[config.mk]
export PLATFORM = sky130hd
export DESIGN_NAME = vpw_sym_encoder
export DESIGN_NICKNAME = d
export VERILOG_FILES = /design/src/rtl/vpw_pkg.sv /design/src/rtl/vpw_width_sel.sv /design/src/rtl/vpw_tick_timer.sv /design/src/rtl/vpw_seq.sv /design/src/rtl/vpw_sym_encoder.sv
export SDC_FILE = /design/constraint.sdc
export NUM_CORES = 1
export LEC_CHECK = 0
export BUFFER_PORTS_ARGS = -buffer_cell sky130_fd_sc_hd__buf_2
export CAP_MARGIN = 20
export CORE_ASPECT_RATIO = 1.25
export CORE_MARGIN = 2
export CORE_UTILIZATION = 55
export CTS_BUF_LIST = sky130_fd_sc_hd__clkbuf_4
export CTS_CLUSTER_SIZE = 40
export DETAILED_ROUTE_END_ITERATION = 16
export PLACE_DENSITY = 0.82
export SETUP_SLACK_MARGIN = 0.05
export SLEW_MARGIN = 0
export SYNTH_ARGS = -nofsm -noshare
export SYNTH_HDL_FRONTEND = slang
export SYNTH_SLANG_ARGS = --single-unit
[constraint.sdc]
create_clock -name clk -period 5.73 [get_ports clk]
set_clock_uncertainty 0.15 [all_clocks]
set_input_delay 0.8595 -clock clk [delete_from_list [all_inputs] [get_ports clk]]
set_output_delay 0.8595 -clock clk [all_outputs]
set_load 0.02 [all_outputs]
[src/rtl/vpw_pkg.sv]
package vpw_pkg;

    typedef enum logic [1:0] {
        SYM_SOF   = 2'd0,
        SYM_DATA  = 2'd1,
        SYM_EOD   = 2'd2,
        SYM_BREAK = 2'd3
    } vpw_kind_e;

    typedef enum logic [1:0] {
        PH_IDLE  = 2'd0,
        PH_SYM   = 2'd1,
        PH_TRAIL = 2'd2
    } vpw_phase_e;

    typedef struct packed {
        vpw_phase_e phase;
        vpw_kind_e  kind;
        logic       line;
    } vpw_state_t;

    function automatic int vpw_max(input int a, input int b);
        return (a > b) ? a : b;
    endfunction

    // A data bit is long when its driven level differs from its value.
    function automatic logic vpw_bit_is_long(input logic level, input logic value);
        return level ^ value;
    endfunction

endpackage

[src/rtl/vpw_width_sel.sv]
module vpw_width_sel
    import vpw_pkg::*;
#(
    parameter int CNT_W   = 9,
    parameter int T_SHORT = 64,
    parameter int T_LONG  = 128,
    parameter int T_SOF   = 200,
    parameter int T_EOD   = 200,
    parameter int T_BREAK = 240
) (
    input  vpw_kind_e        kind,
    input  logic             value,
    input  logic             line_now,
    output logic             level,
    output logic [CNT_W-1:0] width
);

    always_comb begin
        level = 1'b0;
        width = CNT_W'(T_EOD);
        case (kind)
            SYM_SOF: begin
                level = 1'b1;
                width = CNT_W'(T_SOF);
            end
            SYM_DATA: begin
                level = ~line_now;
                width = vpw_bit_is_long(~line_now, value) ? CNT_W'(T_LONG)
                                                          : CNT_W'(T_SHORT);
            end
            SYM_EOD: begin
                level = 1'b0;
                width = CNT_W'(T_EOD);
            end
            SYM_BREAK: begin
                level = 1'b1;
                width = CNT_W'(T_BREAK);
            end
            default: ;
        endcase
    end

endmodule

[src/rtl/vpw_tick_timer.sv]
module vpw_tick_timer #(
    parameter int CNT_W = 9
) (
    input  logic             clk,
    input  logic             rst,
    input  logic             tick,
    input  logic             load,
    input  logic [CNT_W-1:0] load_val,
    output logic [CNT_W-1:0] count,
    output logic             expired
);

    always_ff @(posedge clk) begin
        if (rst) begin
            count <= '0;
        end else if (load) begin
            count <= load_val;
        end else if (tick && count != '0) begin
            count <= count - 1'b1;
        end
    end

    assign expired = (count == '0);

    // without a tick or a load the remaining time does not move
    assert_hold_without_tick_R10: assert property (@(posedge clk) disable iff (rst)
        (!tick && !load) |=> $stable(count));

    // an expired count never wraps on a tick
    assert_no_wrap_R10: assert property (@(posedge clk) disable iff (rst)
        (tick && !load && count == '0) |=> (count == '0));

endmodule

[src/rtl/vpw_seq.sv]
module vpw_seq
    import vpw_pkg::*;
#(
    parameter int CNT_W     = 9,
    parameter int TRAIL_EOD = 99,
    parameter int TRAIL_BRK = 299
) (
    input  logic             clk,
    input  logic             rst,
    input  logic             tick,
    input  logic             sym_valid,
    input  vpw_kind_e        kind,
    input  logic             expired,
    input  logic             new_level,
    input  logic [CNT_W-1:0] new_width,
    output logic             ready,
    output logic             line,
    output logic             busy,
    output logic             load,
    output logic [CNT_W-1:0] load_val
);

    vpw_state_t st, nxt;
    logic       accept;
    logic       run_out_tail;

    always_comb begin
        ready        = (st.phase == PH_IDLE) || (st.phase == PH_SYM && expired);
        accept       = sym_valid && ready;
        run_out_tail = (st.phase == PH_SYM) && expired && tick &&
                       (st.kind == SYM_EOD || st.kind == SYM_BREAK);
        nxt          = st;
        load         = 1'b0;
        load_val     = new_width;
        if (accept) begin
            nxt.phase = PH_SYM;
            nxt.kind  = kind;
            nxt.line  = new_level;
            load      = 1'b1;
        end else if (run_out_tail) begin
            // this tick is the first of the passive extension
            nxt.phase = PH_TRAIL;
            nxt.line  = 1'b0;
            load      = 1'b1;
            load_val  = (st.kind == SYM_EOD) ? CNT_W'(TRAIL_EOD) : CNT_W'(TRAIL_BRK);
        end else if (st.phase == PH_TRAIL && expired) begin
            nxt.phase = PH_IDLE;
        end
    end

    always_ff @(posedge clk) begin
        if (rst) begin
            st <= '{phase: PH_IDLE, kind: SYM_SOF, line: 1'b0};
        end else begin
            st <= nxt;
        end
    end

    assign line = st.line;
    assign busy = (st.phase != PH_IDLE);

    // the extension never drives the line active
    assert_trail_passive_R6: assert property (@(posedge clk) disable iff (rst)
        (st.phase == PH_TRAIL) |-> !line);

    // busy only ends out of the trailing extension
    assert_busy_ends_in_trail_R6: assert property (@(posedge clk) disable iff (rst)
        $fell(busy) |-> ($past(st.phase) == PH_TRAIL));

    // the line only moves on an acceptance or on a tick ending a symbol
    assert_line_change_cause_R9: assert property (@(posedge clk) disable iff (rst)
        !$stable(line) |-> ($past(accept) || $past(st.phase == PH_SYM && tick)));

endmodule

[src/rtl/vpw_sym_encoder.sv]
module vpw_sym_encoder
    import vpw_pkg::*;
#(
    parameter int T_SHORT   = 64,
    parameter int T_LONG    = 128,
    parameter int T_SOF     = 200,
    parameter int T_EOD     = 200,
    parameter int T_EOF_EXT = 80,
    parameter int T_IFS_EXT = 20,
    parameter int T_BREAK   = 240
) (
    input  logic       clk,
    input  logic       rst,
    input  logic       tick_us,
    input  logic       sym_valid,
    input  logic [1:0] sym_kind,
    input  logic       sym_bit,
    output logic       sym_ready,
    output logic       line_active,
    output logic       busy
);

    localparam int TRAIL_EOD = T_EOF_EXT + T_IFS_EXT - 1;
    localparam int TRAIL_BRK = T_EOD + T_EOF_EXT + T_IFS_EXT - 1;
    localparam int MAX_LEN   = vpw_max(vpw_max(T_LONG, T_SOF),
                                       vpw_max(T_BREAK, TRAIL_BRK + 1));
    localparam int CNT_W     = $clog2(MAX_LEN + 1);

    vpw_kind_e        kind;
    logic             new_level;
    logic [CNT_W-1:0] new_width;
    logic             load;
    logic [CNT_W-1:0] load_val;
    logic [CNT_W-1:0] count;
    logic             expired;

    assign kind = vpw_kind_e'(sym_kind);

    vpw_width_sel #(
        .CNT_W  (CNT_W),
        .T_SHORT(T_SHORT),
        .T_LONG (T_LONG),
        .T_SOF  (T_SOF),
        .T_EOD  (T_EOD),
        .T_BREAK(T_BREAK)
    ) u_width (
        .kind    (kind),
        .value   (sym_bit),
        .line_now(line_active),
        .level   (new_level),
        .width   (new_width)
    );

    vpw_tick_timer #(
        .CNT_W(CNT_W)
    ) u_timer (
        .clk     (clk),
        .rst     (rst),
        .tick    (tick_us),
        .load    (load),
        .load_val(load_val),
        .count   (count),
        .expired (expired)
    );

    vpw_seq #(
        .CNT_W    (CNT_W),
        .TRAIL_EOD(TRAIL_EOD),
        .TRAIL_BRK(TRAIL_BRK)
    ) u_seq (
        .clk      (clk),
        .rst      (rst),
        .tick     (tick_us),
        .sym_valid(sym_valid),
        .kind     (kind),
        .expired  (expired),
        .new_level(new_level),
        .new_width(new_width),
        .ready    (sym_ready),
        .line     (line_active),
        .busy     (busy),
        .load     (load),
        .load_val (load_val)
    );

    // each accepted data bit flips the line
    assert_bit_toggles_R3: assert property (@(posedge clk) disable iff (rst)
        (sym_valid && sym_ready && sym_kind == 2'd1) |=> (line_active != $past(line_active)));

    // start-of-frame goes active
    assert_sof_active_R2: assert property (@(posedge clk) disable iff (rst)
        (sym_valid && sym_ready && sym_kind == 2'd0) |=> (line_active && busy));

    // end-of-data goes passive
    assert_eod_passive_R5: assert property (@(posedge clk) disable iff (rst)
        (sym_valid && sym_ready && sym_kind == 2'd2) |=> !line_active);

    // break goes active
    assert_break_active_R8: assert property (@(posedge clk) disable iff (rst)
        (sym_valid && sym_ready && sym_kind == 2'd3) |=> (line_active && busy));

endmodule

==> flow_summary.json, run 1 <==
{
  "min_path_type": "reg -> reg",
  "grt_pass1_vias": 753,
  "synthCells": 111,
  "hold_violations": 0,
  "crit_required_ps": 5750,
  "yosys_warnings": 0,
  "cts_buffers": 3,
  "postRouteAntennaNets": 0,
  "pwr_density_cell_mw_per_mm2": 338,
  "clock_latency_ps": 280,
  "first_iter_violations": 15,
  "ys_types": 39,
  "grt_overflow": 0,
  "io_buffers": 9,
  "cp.arrival_ps": 3050,
  "crit_path_max_fanout": 12,
  "post-route-util": 0.634,
  "crit_chain": "inv_1 -> ha_1 -> nor4b_1 -> nand4_1 -> a21oi_1 -> nor2_1 -> o41a_1",
  "coreArea_mm2": 0.00156,
  "synthFlopType": "dfxtp_1",
  "gp_congestion": 0.859,
  "cts_sinks": 14,
  "cts.repair.resized": 0,
  "post_synth.cell_area_avg_um2": 8.28,
  "start_kind": "flip-flop",
  "syn_to_final_growth_pct": 7.62,
  "die_h_um": 49.7,
  "status": "finished, final reports clean",
  "yosys.area.top_type": "dfxtp_1",
  "post-route-drc-count": 0,
  "slew_violations": 0,
  "rsz0062_at_grt": "false",
  "synth_edf_count": 0,
  "setup_tns_ps": 0,
  "cp-end-kind": "flip-flop",
  "crit_slowest_cell": "a21oi_1",
  "dp_hpwl_um": 1470,
  "synthArstFlopShare": 0,
  "clk_path_buf_depth": 2,
  "routed_via_density": 5.97,
  "min_period_over_period": 0.528,
  "cts_setup_buffers": 0,
  "antenna_found_initial": 0,
  "final_common_cell": "dfxtp_1",
  "ys_seq_elements": 14,
  "cap_violations": 0,
  "start_util": 0.589,
  "p_leak_nw": 0.417,
  "synth_seq_area_share": 0.305,
  "yosys.area.top_type_share": 0.305,
  "die_area_mm2": 0.00202,
  "slowest_delay_ps": 910,
  "synth_area_leaders": "dfxtp_1 30%, ha_1 6.8%, a21oi_1 5.4%",
  "drive_above_1_share": 0.133,
  "timing.fmax_ghz": 0.331,
  "grt_max_degree": 15,
  "routed_wl_um": 1920,
  "rows": 16,
  "synth_area_um2": 920,
  "cts_hold_buf": 0,
  "wl_per_cell_um": 13.9,
  "cts-root-buf": "clkbuf_4",
  "num_io_pins": 10,
  "die_w_um": 40.6,
  "period_needed_ps": 3020,
  "finalNetCount": 134,
  "crit_type": "reg -> reg",
  "clkSlewWorstSetupHoldPaths_ps": 80,
  "tritoncts": "done",
  "grt_use_total": 0.225,
  "worstMarginPinSlew_ps": 1070,
  "synth_nets": 123,
  "ir_drop_uv": 160,
  "mostFrequentLayoutCells": "14 x dfxtp_1, 11 x nor2_1, 10 x inv_1, 10 x a21oi_1, 9 x buf_2",
  "diodes": 0,
  "vias": 824,
  "cts_htree_levels": 1,
  "setup_viol": 0,
  "grt_pass1_wl_um": 3120,
  "maxSlewHeadroom": 0.289,
  "first_pass_iters": 4
}
## registers in the layout (all words and copies together) (netlist names)
name,flops
u_seq.st,4
u_timer.count,9
u_seq.line,1
## worst paths after layout
kind / start / to / slack [ps] / cells after the start
worst min-delay path: u_seq.st[1]$_SDFFE_PP0P_ / u_seq.st[1]$_SDFFE_PP0P_ / 370 / 2
worst max register to register: u_timer.count[0]$_SDFFE_PP0P_ / u_timer.count[3]$_SDFFE_PP0P_ / 2710 / 7
worst min register to register: u_seq.st[1]$_SDFFE_PP0P_ / u_seq.st[1]$_SDFFE_PP0P_ / 370 / 2
worst max-delay path: u_timer.count[0]$_SDFFE_PP0P_ / u_timer.count[3]$_SDFFE_PP0P_ / 2710 / 7
## per-stage QoR
step           cells  setup slack, ps  hold WS, ps  area (um^2)  power (mW)
2_1_floorplan    111             3140          311          920       0.250
6_report         138             2710          366          990       0.335
3_5_place_dp     135             2750          356          967       0.279
3_3_place_gp     135             2890          333          967       0.278
5_1_grt          138             2370          396          990       0.359
4_1_cts          138             2710          375          990       0.336
## where the power goes
part           leakage (nW)  switching, mW  total, mW  internal [mW]
Sequential            0.115         0.0191      0.132          0.113
Combinational         0.288         0.0816      0.147         0.0655
Clock                0.0138         0.0313     0.0558         0.0244
Total                 0.417          0.132      0.335          0.203
## layer usage
| metal | vias to the layer above | global-route usage | routed length, um |
|---|---|---|---|
| met1 | 383 | 0.275 | 850 |
| met4 | 0 | 0.100 | 35 |
| met5 | - | 0 | 0 |
| met2 | 17 | 0.370 | 960 |
| met3 | 4 | 0.0270 | 71 |
| li1 | 420 | - | - |
## kinds of logic (layout without fill, tap and decap cells)
kind of cell | after synthesis | after routing | share of synthesized area
adders and majority gates | 5 | 5 | 0.0680
xor gates and xnor gates | 6 | 6 | 0.0571
AOI/OAI and AO/OA | 26 | 26 | 0.207
DFF | 14 | 14 | 0.305
and+or+nand+nor | 43 | 43 | 0.257
muxes | 4 | 4 | 0.0435
buffers and inverters | 13 | 22 | 0.0626
## cells in the mapped netlist (all sizes together) (2+ instances only)
cell type	instances
dfxtp	14
nor2	11
a21oi	10
inv	10
nand2	8
ha	5
nor3	5
and3	4
mux2i	4
o21ai	4
xnor2	4
a2111oi	3
or4	3
buf	2
nand3	2
nor2b	2
xor2	2
## critical path: cells and delay by family (launching register included)
kind / cells / cell delay [ps]
AO/OA/AOI/OAI: 2 / 1300
adder cells (fa/ha/maj): 1 / 160
buffers and inverters: 1 / 60
AND/OR/NAND/NOR: 3 / 890
flip-flops: 1 / 340
## cell type report
type	count	area, um^2
fill	148	572
sequential	14	280
tap	18	22.5
timing repair buffer	9	45.0
inverter	10	37.5
clock buffer	3	22.5
multi-input combinational	84	582
Note: power is estimated with default switching activity, not from simulation.
==> inputs of run 2 (changes only) <==
- CORE_UTILIZATION: 55 -> 54
- PLACE_DENSITY: 0.82 -> 0.84
- clock period: 5.73 -> 2.5 ns (I/O delays scaled with it)
==> flow_summary.json, run 2 (synthesis results as in run 1) <==
{
  "status": "finished, final reports clean",
  "ir_drop_uv": 435,
  "tritoncts": "done",
  "first_pass_iters": 6,
  "first_iter_violations": 27,
  "routed_via_density": 6.07,
  "cts_sinks": 14,
  "post-route-drc-count": 0,
  "largest_register_ffs": 9,
  "cts_hold_buf": 0,
  "p_leak_nw": 0.471,
  "cts_htree_levels": 1,
  "final_common_cell": "dfxtp_1",
  "r2r_setup_slack_ps": 120,
  "drive_above_1_share": 0.240,
  "die_h_um": 50.1,
  "timing.fmax_ghz": 0.420,
  "maxSlewHeadroom": 0.736,
  "crit_required_ps": 2530,
  "setup_viol": 0,
  "coreArea_mm2": 0.00158,
  "cts-root-buf": "clkbuf_4",
  "fillers": 130,
  "vias": 892,
  "crit_slowest_cell": "or4_4",
  "crit_path_max_fanout": 6,
  "dp_hpwl_um": 1540,
  "period_needed_ps": 2380,
  "syn_to_final_growth_pct": 18.2,
  "min_period_over_period": 0.953,
  "mostFrequentLayoutCells": "12 x dfxtp_1, 11 x nor2_1, 10 x inv_1, 9 x a21oi_1, 9 x buf_4",
  "cp-end-kind": "flip-flop",
  "setup_tns_ps": 0,
  "clk_path_buf_depth": 2,
  "postRouteAntennaNets": 0,
  "grt_pass1_wl_um": 3640,
  "min_path_type": "in -> reg",
  "rows": 16,
  "pwr_density_cell_mw_per_mm2": 810,
  "rsz0062_at_grt": "false",
  "grt_overflow": 0,
  "grt_max_degree": 15,
  "wl_per_cell_um": 15.6,
  "crit_type": "reg -> reg",
  "io_buffers": 9,
  "cap_violations": 0,
  "diodes": 0,
  "place_ws_ps": 73.7,
  "die_area_mm2": 0.00205,
  "finalNetCount": 142,
  "grt_pass1_vias": 846,
  "routed_wl_um": 2290,
  "clkSlewWorstSetupHoldPaths_ps": 90,
  "regMostFlops": "u_timer.count",
  "crit_chain": "inv_1 -> ha_2 -> or4b_4 -> or4_4 -> nand2_1 -> nor2_1 -> o41a_1",
  "die_w_um": 40.9,
  "antenna_found_initial": 0,
  "start_util": 0.581,
  "start_kind": "flip-flop",
  "setup_slack_ps": 118,
  "num_io_pins": 10,
  "cts_buffers": 3,
  "gp_congestion": 0.863,
  "slowest_delay_ps": 540,
  "hold_violations": 0,
  "clock_latency_ps": 300,
  "slew_violations": 0,
  "grt_use_total": 0.259,
  "worstMarginPinSlew_ps": 386,
  "cp.arrival_ps": 2410
}
-- run 2: repair_timing --
action	in CTS	in global routing
pin swaps	0	3
setup buffers	0	2
gates resized for setup	2	8
setup endpoints to repair	3	6
endpoints found under the hold margin	0	0
-- run 2: report_power, final --
group	total, mW	leakage (nW)	switching (mW)	internal [mW]
Clock	0.139	0.0154	0.0805	0.0583
Sequential	0.311	0.116	0.0507	0.260
Combinational	0.431	0.340	0.211	0.220
Total	0.880	0.471	0.342	0.539
-- run 2: critical path: cells and delay by family (launching register included) --
family / cells / cell delay [ps]
flops: 1 / 340
fa+ha+maj: 1 / 190
compound gates: 1 / 380
buf+inv: 1 / 70
simple gates: 4 / 1140
-- run 2: final cells by class --
class	count	area (um^2)	share of cell area
inverters	10	37.5	0.0345
repair buffers	17	108	0.0990
clock inverters	1	3.75	0.00345
well taps	18	22.5	0.0207
flip-flops and latches	14	283	0.260
clock buffers	3	22.5	0.0207
multi-input cells	84	611	0.562
-- run 2: per-layer routing --
layer  vias up  part of all wire  track usage
li1        437                 -            -
met1       428              0.42        0.310
met2        22              0.53        0.419
met3         5             0.039       0.0531
met4         0             0.018        0.111
met5         -                 0            0
-- run 2: per-stage QoR --
step	util	power (mW)	cells	cell area, um^2	hold slack, ps
3_3_place_gp	0.640	0.672	141	1010	330
3_5_place_dp	0.640	0.682	141	1010	342
5_1_grt	0.688	0.950	147	1090	248
4_1_cts	0.663	0.838	145	1050	219
2_1_floorplan	-	0.573	111	920	300
6_report	0.688	0.880	147	1090	224
-- run 2: path summary, 6_finish.rpt --
path / from / end / cells past startpoint
worst max-delay path: u_timer.count[1]$_SDFFE_PP0P_ / u_timer.count[3]$_SDFFE_PP0P_ / 7
worst max register to register: u_timer.count[1]$_SDFFE_PP0P_ / u_timer.count[3]$_SDFFE_PP0P_ / 7
worst min register to register: u_seq.st[1]$_SDFFE_PP0P_ / u_seq.st[1]$_SDFFE_PP0P_ / 2
worst min-delay path: sym_kind[1] / u_seq.st[2]$_SDFFE_PP0P_ / 3
==> inputs of run 3 (changes only) <==
- CORE_ASPECT_RATIO: 1.25 -> not set
- SLEW_MARGIN: 0 -> 10
==> flow_summary.json, run 3 (synthesis results as in run 1) <==
{
  "antenna_found_initial": 0,
  "syn_to_final_growth_pct": 21.0,
  "cts_hold_buf": 0,
  "wl_per_cell_um": 16.1,
  "first_pass_iters": 5,
  "regMostFlops": "u_timer.count",
  "mostFrequentLayoutCells": "12 x buf_4, 12 x dfxtp_1, 11 x nor2_1, 9 x inv_1, 9 x a21oi_1",
  "min_path_type": "in -> reg",
  "switching_share": 0.399,
  "r2r_setup_slack_ps": 100,
  "pwr_density_cell_mw_per_mm2": 807,
  "timing.fmax_ghz": 0.417,
  "grt_pass1_wl_um": 3600,
  "clkPwrFrac": 0.156,
  "p_comb_frac": 0.494,
  "final_cells": 148,
  "maxSlewHeadroom": 0.750,
  "clock_latency_ps": 290,
  "postRouteAntennaNets": 0,
  "grt_max_degree": 15,
  "seqPwrFrac": 0.350,
  "cp_num_buf_inv": 1,
  "cp.arrival_ps": 2440,
  "grt_pass1_vias": 843,
  "ir_drop_uv": 618,
  "grt_use_total": 0.247,
  "cp-end-kind": "flip-flop",
  "tritoncts": "done",
  "crit_slowest_cell": "or4_4",
  "coreArea_mm2": 0.00156,
  "num_io_pins": 10,
  "gp_congestion": 0.901,
  "crit_path_max_fanout": 4,
  "diodes": 0,
  "grt_overflow": 0,
  "io_buffers": 9,
  "cp.depth": 6,
  "r2r-end": "u_timer.count[1]$_SDFFE_PP0P_",
  "die_area_mm2": 0.00205,
  "crit_chain": "inv_1 -> ha_2 -> or4b_1 -> or4_4 -> and3_4 -> a2111oi_4",
  "largest_register_ffs": 9,
  "crit_family": "simple AND/OR/NAND/NOR gates",
  "crit_type": "reg -> reg",
  "clk_path_buf_depth": 2,
  "min_period_over_period": 0.960,
  "die_w_um": 45.3,
  "p_leak_nw": 0.488,
  "hold_violations": 0,
  "cap_violations": 0,
  "die_h_um": 45.3,
  "start_kind": "flip-flop",
  "hold_start": "sym_kind[1]",
  "rows": 14,
  "p_int_uw": 540,
  "routed_via_density": 6.30,
  "drive_above_1_share": 0.258,
  "vias": 932,
  "dp_cells": 142,
  "power.switching_uw": 358,
  "period_needed_ps": 2400,
  "hold_ws_ps": 219,
  "r2r-start": "u_timer.count[0]$_SDFFE_PP0P_",
  "status": "finished, final reports clean",
  "rsz0062_at_grt": "true",
  "crit_start": "u_timer.count[0]$_SDFFE_PP0P_",
  "start_util": 0.590,
  "setup_viol": 0,
  "crit_required_ps": 2540,
  "slowest_delay_ps": 530,
  "cts-root-buf": "clkbuf_4",
  "post-route-drc-count": 0,
  "clkSlewWorstSetupHoldPaths_ps": 90,
  "routed_wl_um": 2380,
  "dp_hpwl_um": 1690,
  "worstMarginPinSlew_ps": 372,
  "cts_htree_levels": 1,
  "cts_buffers": 3,
  "r2r_cells": 6,
  "setup_tns_ps": 0,
  "first_iter_violations": 46,
  "worstSetupEndpoint": "u_timer.count[1]$_SDFFE_PP0P_",
  "slew_violations": 0,
  "setup_slack_ps": 101,
  "place_ws_ps": 79.1,
  "finalNetCount": 145,
  "cts_sinks": 14
}
==> run 3: cell count changes in the layout (fill, tap and decap cells not counted), sizes merged <==
cell,delta
buf,+3
==> run 3: worst register-to-register path, stage by stage (launching register included) <==
cell,delay [ps]
dfxtp_4,360
inv_1,70
ha_2,200
or4b_1,460
or4_4,530
and3_4,210
a2111oi_4,320
==> run 3: worst min path at each step <==
stage	end	cells after the start
CTS	u_seq.st[2]$_SDFFE_PP0P_	3
global placement	u_seq.st[1]$_SDFFE_PP0P_	2
floorplan	u_timer.count[1]$_SDFFE_PP0P_	1
detailed placement	u_seq.st[1]$_SDFFE_PP0P_	2
finish	u_seq.st[2]$_SDFFE_PP0P_	3
global route	u_seq.st[2]$_SDFFE_PP0P_	3
==> run 3: final cells by class <==
type,count,area (um^2)
tap,16,20.0
clock inverter,1,3.75
fill,113,447
clock buffer,3,22.5
inverter,10,37.5
timing repair buffer,20,130
sequential,14,285
multi-input combinational,84,613
==> run 3: power by group through the flow <==
stage / clock, mW / combinational (mW) / sequential, mW
6_report: 0.140 / 0.444 / 0.314
5_1_grt: 0.149 / 0.479 / 0.318
4_1_cts: 0.141 / 0.398 / 0.304
3_5_place_dp: 0 / 0.392 / 0.307
3_3_place_gp: 0 / 0.386 / 0.304
2_1_floorplan: 0 / 0.275 / 0.298
==> run 3: per-stage QoR <==
step	power, mW	utilization	area, um^2
finish	0.898	0.713	1110
global route	0.946	0.713	1110
CTS	0.842	0.683	1060
detailed placement	0.700	0.662	1030
global placement	0.690	0.662	1030
floorplan	0.573	-	920
==> run 3: timing repair <==
action | in CTS | in global routing
setup endpoints to repair | 1 | 7
gates resized for setup | 1 | 10
buffers inserted | 0 | 2
pin swaps | 0 | 2
==> run 3: per-layer routing <==
layer	routed length, um	GRT usage	vias to the layer above
li1	-	-	443
met4	78	0.118	0
met2	1160	0.417	54
met3	204	0.0440	15
met5	0	0	-
met1	937	0.300	420
